===== config.mk =====
export PLATFORM = sky130hd
export DESIGN_NAME = ring_qualifier
export DESIGN_NICKNAME = d
export VERILOG_FILES = /design/src/rtl/ring_qualifier.sv
export SDC_FILE = /design/constraint.sdc
export NUM_CORES = 1
export LEC_CHECK = 0
export BUFFER_PORTS_ARGS = -buffer_cell sky130_fd_sc_hd__buf_2
export CORE_UTILIZATION = 60
export DETAILED_ROUTE_END_ITERATION = 8
export PLACE_DENSITY = 0.8
export SLEW_MARGIN = 20
export SYNTH_ARGS = -nofsm -noshare
export SYNTH_HDL_FRONTEND = slang
export SYNTH_SLANG_ARGS = --single-unit

===== constraint.sdc =====
create_clock -name clk -period 6.2 [get_ports clk]
set_input_delay 0.62 -clock clk [delete_from_list [all_inputs] [get_ports clk]]
set_output_delay 0.62 -clock clk [all_outputs]
set_load 0.01 [all_outputs]

===== src/rtl/ring_qualifier.sv =====
module ring_qualifier #(
  parameter int FW       = 6,
  parameter int DW       = 3,
  parameter int EW       = 4,
  parameter int DUR_STEP = 64,
  parameter int END_STEP = 32,
  parameter int DLY_STEP = 128,
  parameter int OS_TICKS = 5000
) (
  input  logic          clk,
  input  logic          rst_n,
  input  logic          tick,
  input  logic          pos_cross,
  input  logic          neg_cross,
  input  logic          val_en,
  input  logic [FW-1:0] ivl_min,
  input  logic [FW-1:0] ivl_max,
  input  logic [DW-1:0] qual_sel,
  input  logic [DW-1:0] dly_sel,
  input  logic [EW-1:0] quiet_sel,
  input  logic          irq_both,
  input  logic          irq_act_hi,
  input  logic          rd_raw_sel,
  input  logic          irq_clr,
  output logic          env_o,
  output logic          irq_flag_o,
  output logic          irq_pin_o,
  output logic          rdet_pin_o
);

  localparam int TW  = $clog2((1 << DW) * DUR_STEP + (1 << EW) * END_STEP + (1 << DW) * DLY_STEP + 2);
  localparam int OSW = $clog2(OS_TICKS + 1);
  localparam int IW  = FW + 1;

  typedef enum logic [1:0] {S_IDLE, S_QUAL, S_WATCH, S_RING} st_t;

  st_t           st;
  logic          last_pos;
  logic [IW-1:0] ivl;
  logic [TW-1:0] qcnt, dcnt, gap;
  logic [OSW-1:0] os_cnt;
  logic          env_q;

  wire any_cross = pos_cross | neg_cross;
  wire one_cross = pos_cross ^ neg_cross;
  wire alt       = one_cross && (pos_cross != last_pos);

  wire [IW-1:0] ivl_nx  = ivl + IW'(tick);
  wire [TW-1:0] qcnt_nx = qcnt + TW'(tick);
  wire [TW-1:0] dcnt_nx = dcnt + TW'(tick);
  wire [TW-1:0] gap_nx  = any_cross ? '0 : gap + TW'(tick);

  wire [TW-1:0] qual_lim  = (TW'(qual_sel) + TW'(1)) * TW'(DUR_STEP);
  wire [TW-1:0] quiet_lim = (TW'(quiet_sel) + TW'(1)) * TW'(END_STEP);
  wire [TW-1:0] dly_lim   = TW'(dly_sel) * TW'(DLY_STEP);

  wire too_slow = ivl_nx > IW'(ivl_max);
  wire too_fast = alt && (ivl_nx < IW'(ivl_min));
  wire quiet    = gap_nx >= quiet_lim;

  always_ff @(posedge clk or negedge rst_n) begin
    if (!rst_n) begin
      st       <= S_IDLE;
      last_pos <= 1'b0;
      ivl      <= '0;
      qcnt     <= '0;
      dcnt     <= '0;
      gap      <= '0;
    end else if (!val_en) begin
      st <= S_IDLE;
    end else begin
      case (st)
        S_IDLE: if (one_cross) begin
          st       <= S_QUAL;
          last_pos <= pos_cross;
          ivl      <= '0;
          qcnt     <= '0;
          gap      <= '0;
        end
        S_QUAL: begin
          gap <= gap_nx;
          if (too_slow || too_fast) begin
            st <= S_IDLE;
          end else begin
            if (alt) begin
              ivl      <= '0;
              last_pos <= pos_cross;
            end else begin
              ivl <= ivl_nx;
            end
            qcnt <= qcnt_nx;
            if (qcnt_nx >= qual_lim) begin
              dcnt <= '0;
              st   <= (dly_lim == '0) ? S_RING : S_WATCH;
            end
          end
        end
        S_WATCH: begin
          gap  <= gap_nx;
          dcnt <= dcnt_nx;
          if (quiet)                   st <= S_IDLE;
          else if (dcnt_nx >= dly_lim) st <= S_RING;
        end
        default: begin
          gap <= gap_nx;
          if (quiet) st <= S_IDLE;
        end
      endcase
    end
  end

  always_ff @(posedge clk or negedge rst_n) begin
    if (!rst_n)                       os_cnt <= '0;
    else if (any_cross)               os_cnt <= OSW'(OS_TICKS);
    else if (tick && os_cnt != '0)    os_cnt <= os_cnt - OSW'(1);
  end

  wire os_on = os_cnt != '0;
  assign env_o = val_en ? (st == S_RING) : os_on;

  wire irq_set = (env_o & ~env_q) | (irq_both & ~env_o & env_q);

  always_ff @(posedge clk or negedge rst_n) begin
    if (!rst_n) begin
      env_q      <= 1'b0;
      irq_flag_o <= 1'b0;
    end else begin
      env_q <= env_o;
      if (irq_set)      irq_flag_o <= 1'b1;
      else if (irq_clr) irq_flag_o <= 1'b0;
    end
  end

  assign irq_pin_o  = irq_act_hi ? irq_flag_o : ~irq_flag_o;
  assign rdet_pin_o = rd_raw_sel ? os_on : env_o;

endmodule


==> results.md <==
* Post-synth top flop: dfrtp_1
* Achievable Freq at 264.2 MHz
* First-pass GRT wire length at 15810 um
* Syn avg cell area at 8.636 um2
* All-Layer GR Usage at 26.72%
* Reg2reg end: st[1]
* Worst Hold Class: primary input to asynchronous set/reset pin
* Row count at 30
* Most numerous cell in the Yosys netlist: dfrtp_1
* Clock root buffer: clkbuf_8
* Async SR Flop Fraction at 100.0%
* Register-to-Register Path Depth at 13
* Worst slew margin relative to its limit at 48.39%
* # IOs at 36
* WP data arrival at 4.01 ns
* CP Capture Type: flip-flop
* CTS Hold Bufs at 0
* Clock-pin transition on the worst setup and hold timing paths at 0.07 ns
* Clock buffer count from CTS at 9
* Warnings, synthesis at 0
* List of most frequent post-synthesis cells: dfrtp_1, nand2_1, o21ai_0
* PostCTS Resize Cnt at 0
* Core ar. at 6869 um2
* Share of layout cells above drive strength 1 at 11.15%
* Worst slew pin tran at 0.7741 ns
* Vias at 3753
* Crit Path Max Fanout at 10
* Clock buffer depth at 2
* Post-CTS Setup Bufs at 0
* Syn Inst Count at 502
* Worst-Skew Late Latency at 0.34 ns
* Pleak at 2.199 nW
* DRC at 0
* Design Power at 1.139 mW
* # setup viols final at 0
* TritonRoute pass-1 iters at 4
* Worst Path Class, Setup: primary input to flip-flop
* DIE HEIGHT at 87.01 um
* Routed WL at 9265 um
* Multi-input gate area at 2601 um2
* Setup TNS at 0 ns
* Syn-to-layout area delta at 9.985%
* Iteration-0 DRC Markers at 186
* Pwr dens at 238.8 nW/um2
* Crit share post-route at 61.04%
* RePlAce Congestion at 0.8921
* Dominant cells by area after synthesis: dfrtp_1, ha_1, o21ai_0
* Tmin final at 3.785 ns
* CP endpoint: st[1]
* CTS tree: done
* Seq cells post-synth at 61
* Max Cap Viol at 0
* VDD IR max at 0.1306 mV
* Wire length per cell at 14.61 um
* Syn_nets at 573
* Top Usage Layer GRT: met2
* Antenna Diode Count at 0
* Worst reg-to-reg setup slack at 2.65 ns
* Type of origin of the critical path: primary input
* Met3 usage at 4.171%
* Area taken by flip-flops and latches at 1526 um2
* Final max-slew violation count at 0
* Port Buf Inserts at 35
* Yosys top cell by area: dfrtp_1
* Status: complete, no violations
* Die area at 7570 um2
* Die W at 87.01 um
* M1 GR Usage at 34.37%
* Req. time, crit path at 6.43 ns
* Final Skew at 0.01005 ns
* Final Hold Fails at 0
* Synth cell types at 54
* Initial Utilization at 63.11%
* Post-synth EDFFs at 0
* Fill count at 535
* H-tree Lvls at 3
* Post-Syn Area at 4335 um2
* M2 GR Usage at 45.45%
* Pin count of the biggest net entering global routing at 62
* Initial antenna violation count at 0
* HPWL Detailed at 6761 um
* Final net count at 604
* Vias in the first global route at 3596
* Worst setup path startpoint: tick
* Post-route ant nets at 0
* Gr ovfl total at 0
* Critical R2R Launch: qcnt[0]
* Top-area cell type share of the netlist area at 35.21%
* Sequential-to-total area share from yosys stat at 35.21%
* CTS Sinks at 61
* Drt via density at 5.920
* Unrepaired setup endpoints after global routing: false
## power breakdown
part           switching (mW)  internal [mW]
Combinational           0.202          0.116
Clock                   0.156          0.225
Sequential             0.0207          0.420
Total                   0.379          0.760
## registers in the layout, indices dropped and copies added, names as in the netlist
register    count
os_cnt         13
st              2
dcnt           12
last_pos        1
irq_flag_o      1
qcnt           12
gap            12
env_q           1
ivl             7
## worst max-delay path: stages
cell      delay (ns)
buf_2           0.25
ha_1            0.35
ha_1            0.33
nand3_1         0.19
nor2_1          0.15
xor2_1          0.21
ha_1            0.27
o21ai_0         0.15
a21oi_1         0.07
nor4_1          0.35
o211ai_1        0.22
o41ai_1         0.44
nor2_1          0.13
a32o_1          0.27
## per-stage QoR
step	hold slack, ns	setup WS [ns]	cells	cell area [um2]	util, %
after floorplan	0.3244	2.810	502	4335	-
after global placement	0.4548	2.222	618	4562	66.41
after detailed placement	0.4822	2.139	618	4562	66.41
after CTS	0.4659	2.391	634	4768	69.42
after global routing	0.4994	2.197	634	4768	69.42
final	0.4241	2.415	634	4768	69.42
## layout make-up
| type | count | area share (%) |
|---|---|---|
| multi-input combinational | 391 | 54.55 |
| sequential | 61 | 32.01 |
| timing repair buffer | 37 | 3.988 |
| clock buffer | 11 | 2.755 |
| inverter | 33 | 2.598 |
| tap | 96 | 2.519 |
| clock inverter | 5 | 1.574 |
## layout by cell type (no fill, tap or decap), drive strengths merged, types with 4 or more instances in the layout
master / instances
dfrtp: 61
nand2: 56
o21ai: 48
ha: 39
buf: 37
inv: 32
nor2: 31
nand3: 29
xnor2: 21
and2: 16
o31ai: 14
xor2: 13
nand2b: 11
clkbuf: 11
a31oi: 10
nor3: 9
a22o: 9
or3: 9
a21oi: 8
nand4: 8
and3: 6
or4: 6
o41ai: 5
a21o: 4
nor2b: 4
nor4: 4
clkinv: 4
## worst min path at each step
| stage | end | startpoint | slack, ns | cells after the start |
|---|---|---|---|---|
| finish | os_cnt[1] | rst_n | 0.42 | 2 |
| global route | irq_flag_o | irq_clr | 0.50 | 2 |
| CTS | os_cnt[1] | rst_n | 0.47 | 2 |
| detailed placement | dcnt[0] | dcnt[0] | 0.48 | 2 |
| global placement | os_cnt[12] | os_cnt[12] | 0.45 | 2 |
| floorplan | dcnt[0] | rst_n | 0.32 | 0 |
## cells by family after synthesis
kind of cell	Yosys count	share of synthesized area, %
and+or+nand+nor	199	23.78
AOI/OAI and AO/OA	116	17.35
DFF	61	35.21
buffers and inverters	50	4.791
adders and majority gates	39	11.26
xor gates and xnor gates	34	6.869
muxes	3	0.7503
## layer usage
metal	vias up	wire length, um	share of wire (%)
met3	11	395	4.3
met4	0	93	1.0
met1	1785	4350	47
li1	1868	-	-
met5	-	0	0
met2	89	4425	48
(Power assumes the default switching activity.)
